===== src/rtl/i2c_rx_engine.sv =====
module i2c_rx_engine #(
  parameter int DIV_W = 8
) (
  input  logic             clk,
  input  logic             rst_n,
  input  logic [DIV_W-1:0] divisor,
  input  logic             rx_go,
  input  logic             ack_go,
  input  logic             ack_bit,
  input  logic             buf_rd,
  input  logic             buf_wr,
  input  logic [7:0]       buf_wdata,
  input  logic             irq_clr,
  input  logic             ovf_clr,
  input  logic             wcol_clr,
  input  logic             sda_in,
  output logic [7:0]       rx_data,
  output logic             buf_full,
  output logic             ovf,
  output logic             wcol,
  output logic             irq,
  output logic             rx_busy,
  output logic             ack_busy,
  output logic             scl_oe,
  output logic             sda_oe
);
  localparam int EDGES = 16;
  localparam int EW    = $clog2(EDGES + 1);

  typedef enum logic [1:0] {S_IDLE, S_RX, S_ACK} state_t;

  state_t           st;
  logic [DIV_W-1:0] cnt;
  logic [EW-1:0]    nedge;
  logic [7:0]       shreg;
  logic             scl_low, sda_low;

  wire roll     = (st != S_IDLE) && (cnt == '0);
  wire rx_done  = (st == S_RX)  && roll && !scl_low && (nedge == EW'(EDGES - 1));
  wire ack_done = (st == S_ACK) && roll && !scl_low;

  assign rx_busy  = (st == S_RX);
  assign ack_busy = (st == S_ACK);
  assign scl_oe   = scl_low;
  assign sda_oe   = sda_low;

  always_ff @(posedge clk or negedge rst_n) begin
    if (!rst_n) begin
      st      <= S_IDLE;
      cnt     <= '0;
      nedge   <= '0;
      shreg   <= '0;
      scl_low <= 1'b1;
      sda_low <= 1'b0;
    end else if (st == S_IDLE) begin
      if (rx_go) begin
        st      <= S_RX;
        cnt     <= divisor;
        nedge   <= '0;
        scl_low <= 1'b1;
        sda_low <= 1'b0;
      end else if (ack_go) begin
        st      <= S_ACK;
        cnt     <= divisor;
        nedge   <= '0;
        scl_low <= 1'b1;
        sda_low <= ~ack_bit;
      end
    end else if (roll) begin
      cnt     <= divisor;
      scl_low <= ~scl_low;
      nedge   <= nedge + 1'b1;
      if (st == S_RX && scl_low) shreg <= {shreg[6:0], sda_in};
      if (rx_done) st <= S_IDLE;
      if (ack_done) begin
        st      <= S_IDLE;
        sda_low <= 1'b0;
      end
    end else begin
      cnt <= cnt - 1'b1;
    end
  end

  always_ff @(posedge clk or negedge rst_n) begin
    if (!rst_n) begin
      rx_data  <= '0;
      buf_full <= 1'b0;
      ovf      <= 1'b0;
      wcol     <= 1'b0;
      irq      <= 1'b0;
    end else begin
      if (rx_done) rx_data <= shreg;
      else if (buf_wr && st != S_RX) rx_data <= buf_wdata;

      if (rx_done) buf_full <= 1'b1;
      else if (buf_rd) buf_full <= 1'b0;

      if (rx_done && buf_full && !buf_rd) ovf <= 1'b1;
      else if (ovf_clr) ovf <= 1'b0;

      if (buf_wr && st == S_RX) wcol <= 1'b1;
      else if (wcol_clr) wcol <= 1'b0;

      if (rx_done || ack_done) irq <= 1'b1;
      else if (irq_clr) irq <= 1'b0;
    end
  end

  p_rx_sda_released_r2: assert property (@(posedge clk) disable iff (!rst_n)
    rx_busy |-> !sda_oe);
  p_byte_end_r4: assert property (@(posedge clk) disable iff (!rst_n)
    $fell(rx_busy) |-> (buf_full && irq && scl_oe));
  p_overflow_r6: assert property (@(posedge clk) disable iff (!rst_n)
    (rx_done && buf_full && !buf_rd) |=> ovf);
  p_wcol_keeps_buf_r7: assert property (@(posedge clk) disable iff (!rst_n)
    (rx_busy && buf_wr && !rx_done) |=> (wcol && $stable(rx_data)));
  p_busy_ignores_go_r8: assert property (@(posedge clk) disable iff (!rst_n)
    (rx_busy && rx_go && !rx_done) |=> rx_busy);
  p_one_mode_r9: assert property (@(posedge clk) disable iff (!rst_n)
    !(rx_busy && ack_busy));
  p_ack_end_r9: assert property (@(posedge clk) disable iff (!rst_n)
    $fell(ack_busy) |-> (irq && !sda_oe && scl_oe));
endmodule


===== config.mk =====
export PLATFORM = sky130hd
export DESIGN_NAME = i2c_rx_engine
export DESIGN_NICKNAME = d
export VERILOG_FILES = /design/src/rtl/i2c_rx_engine.sv
export SDC_FILE = /design/constraint.sdc
export NUM_CORES = 1
export LEC_CHECK = 0
export ABC_AREA = 1
export BUFFER_PORTS_ARGS = -buffer_cell sky130_fd_sc_hd__buf_2
export CELL_PAD_IN_SITES_DETAIL_PLACEMENT = 1
export CELL_PAD_IN_SITES_GLOBAL_PLACEMENT = 2
export CORE_MARGIN = 4
export CORE_UTILIZATION = 31
export CTS_BUF_LIST = sky130_fd_sc_hd__clkbuf_16
export CTS_CLUSTER_DIAMETER = 200
export DETAILED_ROUTE_END_ITERATION = 12
export GPL_TIMING_DRIVEN = 0
export PLACE_DENSITY_LB_ADDON = 0.1
export SLEW_MARGIN = 10
export SYNTH_ARGS = -nofsm -noshare
export SYNTH_HDL_FRONTEND = slang
export SYNTH_SLANG_ARGS = --single-unit

===== constraint.sdc =====
create_clock -name clk -period 2.1 [get_ports clk]
set_clock_uncertainty 0.15 [all_clocks]
set_input_delay 0.63 -clock clk [delete_from_list [all_inputs] [get_ports clk]]
set_output_delay 0.63 -clock clk [all_outputs]
set_load 0.03 [all_outputs]

==> Word-level counts from Yosys, hierarchy flattened <==
Index checks and enable logic that the tools add are counted.
{ "classes": {"eq_ne": 5, "addsub": 2, "bitwise": 3, "mux": 33, "reduce_logical": 29} }
{ "ops": {"columns": ["cell", "n"], "rows": [
  ["two-way mux 8 bit", 6],
  ["two-way mux 5 bit", 4],
  ["two-way mux 1 bit", 17],
  ["nonzero test 2 bit", 8],
  ["two-way mux 2 bit", 6],
  ["logical AND 1 bit", 11],
  ["AND reduction 3 bit", 3],
  ["logical NOT 8 bit", 1],
  ["subtractor 8 x 1 -> 8 bit, second input constant", 1],
  ["adder 5 x 1 -> 5 bit, second input constant", 1],
  ["equality test 5 x 4 -> 1 bit, second input constant", 1],
  ["inequality test 3 bit, second input constant", 1],
  ["NOT 1 bit", 3],
  ["nonzero test 3 bit", 1],
  ["equality test 2 x 1 -> 1 bit, second input constant", 1],
  ["equality test 2 bit, second input constant", 1],
  ["logical NOT 1 bit", 2],
  ["logical NOT 2 bit", 1],
  ["inequality test 2 x 1 -> 1 bit, second input constant", 1],
  ["AND reduction 2 bit", 1],
  ["logical OR 1 bit", 1]
]} }
{ "word_totals": {"regBits": 37, "inputBits": 27, "output_inout_bits": 16, "word_cells": 83} }

==> Logic depth before layout (Yosys ltp) <==
Gate-level depths: netlist of the first run.
{ "depth": {"word_depth": 9, "mapped_depth": 10, "mapped_depth_nobuf": 9} }

==> Worst setup path before layout of the first run <==
No wires, ideal clock.
{ "synth_path": {"path_kind": "reg2reg", "start": "register nedge[0]", "end": "register rx_data[0]", "arrival_ns": 1.458, "required_ns": 1.825, "stages_incl_launch_ff": 11, "setup_slack_ns": 0.367, "synth_period_minus_slack_ns": 1.733, "path_buffers": 1, "setup_ns": 0.125, "cell_sequence": "dfrtp_1 ha_1 nand2_1 nor2_1 ha_1 inv_1 nor2_2 nand3_2 buf_6 nand3_1 nand3_1"} }
{ "synth_via": {"elab_chain_cells": 3, "elab_cells_between_ends": 4, "cone_classes": "eq/ne (1); mux (1); reduce/logical (2)"} }
{ "synth_lines": {"columns": ["element", "line", "text"], "rows": [
  ["from (decl)", "34", "logic [EW-1:0] nedge;"],
  ["from (signal assigned)", "72", "nedge <= nedge + 1'b1;"],
  ["equality test 5 x 4 -> 1 bit (*)", "39", "wire rx_done = (st == S_RX) && roll && !scl_low && (nedge == EW'(EDGES - 1));"],
  ["logical AND 1 bit (*)", "39", null],
  ["two-way mux 8 bit / nonzero test 2 bit (equally long branches)", null, null],
  ["to (signal assigned)", "92", "if (rx_done) rx_data <= shreg;"],
  ["to (signal assigned)", "93", "else if (buf_wr && st != S_RX) rx_data <= buf_wdata;"],
  ["to (decl)", "17", "output logic [7:0] rx_data,"]
]} }
Mark *: on every way between the ends. The rest lies on a longest branch, timed or not.
A chain may end at the register's enable or synchronous reset.

==> Worst setup path after layout of the first run <==
{ "layout_path": {"start": "register st[1]", "end": "output ack_busy"} }
{ "layout_via": {"elab_chain_cells": 1} }
{ "layout_lines": {"columns": ["element", "line", "text"], "rows": [
  ["from (decl)", "32", "state_t st;"],
  ["from (signal assigned)", "49", "st <= S_IDLE;"],
  ["from (signal assigned)", "57", "st <= S_RX;"],
  ["from (signal assigned)", "63", "st <= S_ACK;"],
  ["equality test 2 bit", "43", "assign ack_busy = (st == S_ACK);"],
  ["to (decl)", "23", "output logic ack_busy,"]
]} }
No other way between the ends.

==> impl_metrics.yaml, run 1 <==
status:
  status: "finished, final reports clean"
synthesis:
  ys_top_cells_by_count: "nand2_1 (75), nand3_1 (50), dfrtp_1 (36)"
  synth_top_area_share_pct: 44.1
  synth_edf_count: 0
  yosys.area.top_type: "dfrtp_1"
  synth_most_common_cell: "nand2_1"
  yosys.area_share.simple_pct: 39.5
  synth_cell_types: 30
  ys_ff_latch: 37
  synth_xor_area_share_pct: 0.429
  async_flop_share_pct: 100
  syn_avg_cell_area_um2: 8.07
  syn_inst: 253
  syn_area_um2: 2040
  synthFlopType: "dfrtp_1"
  synthesis.nets: 284
  synth-compound-area-share_pct: 4.84
  yosys-top-cells-area: "dfrtp_1 (44%), nand2_1 (14%), nand3_1 (12%), inv_1 (4.2%), nor2_4 (2.8%)"
  ys_warn_count: 0
  synthAdderAreaFrac_pct: 2.45
  seq_area_frac_synth_pct: 45.4
  synth_top_family_by_area: "simple AND/OR/NAND/NOR gates"
  synth.area.mux_share_pct: 0
sta:
  tns_ps: 0
  slew_violations: 0
  maxSlewHeadroom_pct: 40.8
  finalCritPeriodShare_pct: 94.2
  max_freq_mhz: 506
  post-route-min-period_ps: 1980
  final-hold-violation-count: 0
  setup_viol: 0
  rsz0062_at_grt: "false"
  worst_pin_slew_ps: 888
power:
  p_leak_nw: 1.34
  ir_drop_mv: 0.505
  cellPowerDensity_nw_per_um2: 1370
  totalPowerFinal_mw: 3.45
cells_and_area:
  drive_gt1_share_pct: 25.7
  syn2layout_area_growth_pct: 23.2
  antennaDiodeCount: 0
  fillCellCount: 785
  nNetsFinal: 333
  layout.area.seq_um2: 927
  multi_input_area_um2: 968
cts:
  clkTransAtPathRegs_ps: 60
  htree_levels: 2
  cts_tree: "done"
  cts_buffer_depth: 2
  cts_buffers: 5
  clk_latency_ps: 280
  cts_sinks: 37
  ctsHoldBuffers: 0
  cts-root-buf: "clkbuf_16"
job:
  maxCapViolCount: 0
setup_path:
  crit_path_start_kind: "flop"
  reg2reg_depth: 10
  r2r_start: "nedge[0]"
  crit_path_end_kind: "primary output"
  cp_cell_sequence: "nand2_1 > inv_1 > buf_2"
  crit_buf_inv: 2
  critPathTopFamily: "flip-flops"
  cp.required_ps: 1320
  ff2ff_setup_slack_ps: 200
  cp_slowest_cell: "dfrtp_1"
  crit_fanout: 4
  cp.arrival_ps: 1200
  reg2reg_to: "rx_data[2]"
  path_class: "flop to primary output"
  crit_path_max_incr_delay_ps: 530
floorplanning:
  dieArea_um2: 7950
  start_util_pct: 32.0
  num_rows: 29
  die_width_um: 89.2
  num_io_pins: 43
  die_y_um: 89.2
  core_area_um2: 6390
worst_hold_path:
  hp-class: "input pin to async pin"
placed_design:
  dp_hpwl_mm: 4.02
  port_buffers: 42
  routabilityCongestion: 0.776
global_route:
  grt_max_degree: 38
  grt_pass1_vias: 1860
  grt_pass1_wl_mm: 9.09
  grtUsageTotal_pct: 14.9
  gr-total-overflow: 0
  antenna_found_initial: 0
detailed_routing:
  avgViaCountPerCell: 4.72
  wl_per_cell_um: 14.2
  first_pass_iters: 4
  first_iter_violations: 53
  drc: 0
  vias: 1794
  drtAntennaViolNets: 0
  wirelength_mm: 5.39
## registers in the layout, indices dropped and copies added, names as in the netlist
name and cells:
sda_oe 1, wcol 1, shreg 8, rx_data 8, ovf 1, st 2
irq 1, buf_full 1, scl_oe 1, nedge 5, cnt 8
## repair_timing
action,4_1_cts,5_1_grt
resized for setup,0,1
buffers inserted,0,0
endpoints found under the setup margin,0,8
## layer usage
layer	vias to the layer above	routed length [um]	track usage (%)
li1	923	-	-
met1	835	2780	21.1
met2	30	2280	22.2
met3	6	247	3.32
met4	0	85	5.28
met5	-	0	0
## worst max-delay path by stage
stage,start,endpoint,slack (ps),depth (start not counted)
global placement,nedge[0],rx_data[2],110,10
CTS,nedge[0],rx_data[2],30,10
detailed placement,nedge[0],rx_data[2],50,10
floorplan,nedge[0],rx_data[0],370,10
finish,st[1],ack_busy,120,3
global route,st[1],ack_busy,20,3
## final cells by class
| cell class | count | share of cell area (%) |
|---|---|---|
| Timing Repair Buffer | 42 | 8.35 |
| Buffer | 3 | 1.04 |
| Clock inverter | 3 | 1.49 |
| Inverter | 30 | 4.97 |
| Multi-Input combinational cell | 183 | 38.5 |
| Clock buffer | 5 | 4.97 |
| Tap cell | 77 | 3.83 |
| Sequential cell | 37 | 36.8 |
## cell families after synthesis
kind of cell	Yosys count
DFF	37
adders and majority gates	4
and+or+nand+nor	160
AOI/OAI and AO/OA	18
buffers and inverters	33
xor gates and xnor gates	1
## report_power, final
part,total (mW),switching (mW),internal [mW]
Clock,0.845,0.293,0.552
Sequential,1.13,0.196,0.936
Combinational,1.48,1.04,0.438
Total,3.45,1.53,1.93
## layout by cell type, fill, tap and decap left out, types with 3 or more instances in the layout
master | synthesis | routed
ha_1 | 4 | 4
dfrtp_1 | 36 | 36
nand2_2 | 3 | 3
a21oi_1 | 5 | 5
nand2_1 | 75 | 75
nand3_1 | 50 | 50
clkbuf_16 | 0 | 5
inv_2 | 4 | 4
nor2_1 | 12 | 12
nor2_4 | 5 | 6
o21ai_0 | 8 | 8
inv_1 | 23 | 24
buf_2 | 0 | 42
nand2_4 | 3 | 3
## through the flow
step	utilization [%]	std cells	hold slack [ps]	cell area, um2	setup WS, ps
global route	39.4	380	376	2520	18.8
detailed placement	36.8	372	313	2350	47.2
CTS	39.3	380	329	2510	34.3
finish	39.4	380	321	2520	122
global placement	36.8	372	313	2350	108
floorplan	-	253	184	2040	367
Note: power is estimated with default switching activity, not from simulation.
==> inputs of run 2 (changes only) <==
--- a/config.mk
+++ b/config.mk
@@ -10,7 +10,7 @@
 export CELL_PAD_IN_SITES_DETAIL_PLACEMENT = 1
 export CELL_PAD_IN_SITES_GLOBAL_PLACEMENT = 2
 export CORE_MARGIN = 4
-export CORE_UTILIZATION = 31
+export CORE_UTILIZATION = 34
 export CTS_BUF_LIST = sky130_fd_sc_hd__clkbuf_16
 export CTS_CLUSTER_DIAMETER = 200
 export DETAILED_ROUTE_END_ITERATION = 12
==> constraint.sdc (replaced) <==
create_clock -name clk -period 2.3 [get_ports clk]
set_clock_uncertainty 0.15 [all_clocks]
set_input_delay 0.69 -clock clk [delete_from_list [all_inputs] [get_ports clk]]
set_output_delay 0.69 -clock clk [all_outputs]
set_load 0.03 [all_outputs]
==> run 2 against run 1 <==
Effect of this change: combinational power down 9%; first-iteration DRC count down 19%; routed wire length about the same; clock power down 25%; worst setup slack better by 120 ps; cell area down 1.5%; power down 13%; die area down 8.1%; utilization up 4.3 points.
==> impl_metrics.yaml, run 2 (synthesis results as in run 1) <==
placed_design:
  routabilityCongestion: 0.786
  port_buffers: 42
  dp_hpwl_mm: 4.05
  place_ws_ps: 314
power:
  p_int_mw: 1.64
  totalPowerFinal_mw: 3.01
  p_comb_share_pct: 44.5
  p_leak_nw: 1.33
  p_sw_mw: 1.36
  pwr-share-clk_pct: 21.0
  netSwitchingFraction_pct: 45.4
  seq_power_share_pct: 34.5
  ir_drop_mv: 0.674
  cellPowerDensity_nw_per_um2: 1210
floorplanning:
  num_rows: 27
  num_io_pins: 43
  dieArea_um2: 7310
  die_width_um: 85.5
  start_util_pct: 36.0
  core_area_um2: 5680
  die_y_um: 85.5
worst_hold_path:
  worstHoldStart: "cnt[1]"
  hp-class: "flop to flop"
  min_path_cells: 2
  hold_path_end: "cnt[1]"
setup_path:
  reg2reg_depth: 10
  crit_path_start_kind: "flop"
  path_class: "flop to primary output"
  r2r_start: "nedge[0]"
  reg2reg_to: "rx_data[2]"
  crit_path_end_kind: "primary output"
  cp.required_ps: 1460
  crit_fanout: 4
  cp.arrival_ps: 1220
  ff2ff_setup_slack_ps: 310
cells_and_area:
  final_common_cell: "nand2_1"
  drive_gt1_share_pct: 25.4
  syn2layout_area_growth_pct: 21.4
  mostFrequentLayoutCells: "nand2_1 (75), nand3_1 (50), buf_2 (42), dfrtp_1 (36), inv_1 (25)"
  antennaDiodeCount: 0
  top_regs: "cnt (8), rx_data (8), shreg (8)"
  nNetsFinal: 333
sta:
  maxSlewHeadroom_pct: 42.0
  post-route-min-period_ps: 2060
  rsz0062_at_grt: "false"
  fin_ws_ps: 243
  finalCritPeriodShare_pct: 89.4
  worst_pin_slew_ps: 870
  tns_ps: 0
  setup_viol: 0
  max_freq_mhz: 486
  final-hold-violation-count: 0
  slew_violations: 0
cts:
  cts_buffers: 5
  cts_buffer_depth: 2
  clk_latency_ps: 270
  ctsHoldBuffers: 0
  post-cts-setup-buffers: 0
  cts_sinks: 37
  cts_tree: "done"
  cts-root-buf: "clkbuf_16"
  clkTransAtPathRegs_ps: 50
  ctsResizeCount: 0
  htree_levels: 2
detailed_routing:
  first_iter_violations: 43
  avgViaCountPerCell: 4.83
  drt-met1-wl_mm: 2.63
  wl_per_cell_um: 14.4
  wl_met3_um: 273
  wirelength_mm: 5.40
  route.met2.wl_mm: 2.45
  first_pass_iters: 4
  drtAntennaViolNets: 0
  vias: 1812
  top_layer: "met4"
  drc: 0
status:
  status: "finished, final reports clean"
global_route:
  grt_pass1_wl_mm: 9.03
  antenna_found_initial: 0
  gr-total-overflow: 0
  grt_pass1_vias: 1853
  grt_max_degree: 38
  grtUsageTotal_pct: 15.6
job:
  maxCapViolCount: 0
[run 2: changes by cell type in the layout (fill, tap and decap cells not counted)]
cell and delta:
bufinv_16 -1, inv_1 +1, nor2_2 +1, nor2_4 -1
[run 2: routing by layer]
metal / vias to the layer above / track usage, %
met5: - / 0
met4: 0 / 3.88
met3: 4 / 3.46
met2: 36 / 24.2
met1: 853 / 22.2
li1: 919 / -
[run 2: stage by stage]
stage                     instances  cell area [um2]  utilization (%)  hold WS, ps
final                           375             2480             43.7          330
after global routing            375             2480             43.7          365
after CTS                       375             2480             43.7          333
after detailed placement        367             2340             41.3          318
after global placement          367             2340             41.3          308
after floorplan                 253             2040                -          244
[run 2: worst max-delay path, cell delays in order (launching register included)]
cell     delay, ps
dfrtp_1        520
nand2_1        150
inv_1           80
buf_2          190
[run 2: layout make-up]
type	count	area (um2)
clock buffer	5	125
multi-input combinational	183	963
fill	735	3200
sequential	37	927
clock inverter	3	11.3
timing repair buffer	42	210
buffer	3	26.3
inverter	30	125
tap	72	90.1
[run 2: power by group through the flow]
stage                     Combinational [mW]  Clock [mW]  Sequential (mW)
after floorplan                        0.811           0             1.20
after global placement                  1.34           0             1.04
after detailed placement                1.36           0             1.05
after CTS                               1.37       0.657             1.04
after global routing                    1.51       0.689             1.07
final                                   1.34       0.633             1.04
[run 2: worst max path at each step]
stage | cells past startpoint | slack, ps | end | startpoint
3_3_place_gp | 10 | 350 | rx_data[1] | nedge[0]
4_1_cts | 3 | 230 | ack_busy | st[1]
2_1_floorplan | 10 | 570 | rx_data[0] | nedge[0]
5_1_grt | 10 | 120 | rx_data[0] | nedge[0]
3_5_place_dp | 10 | 310 | rx_data[2] | nedge[0]
6_report | 3 | 240 | ack_busy | st[1]
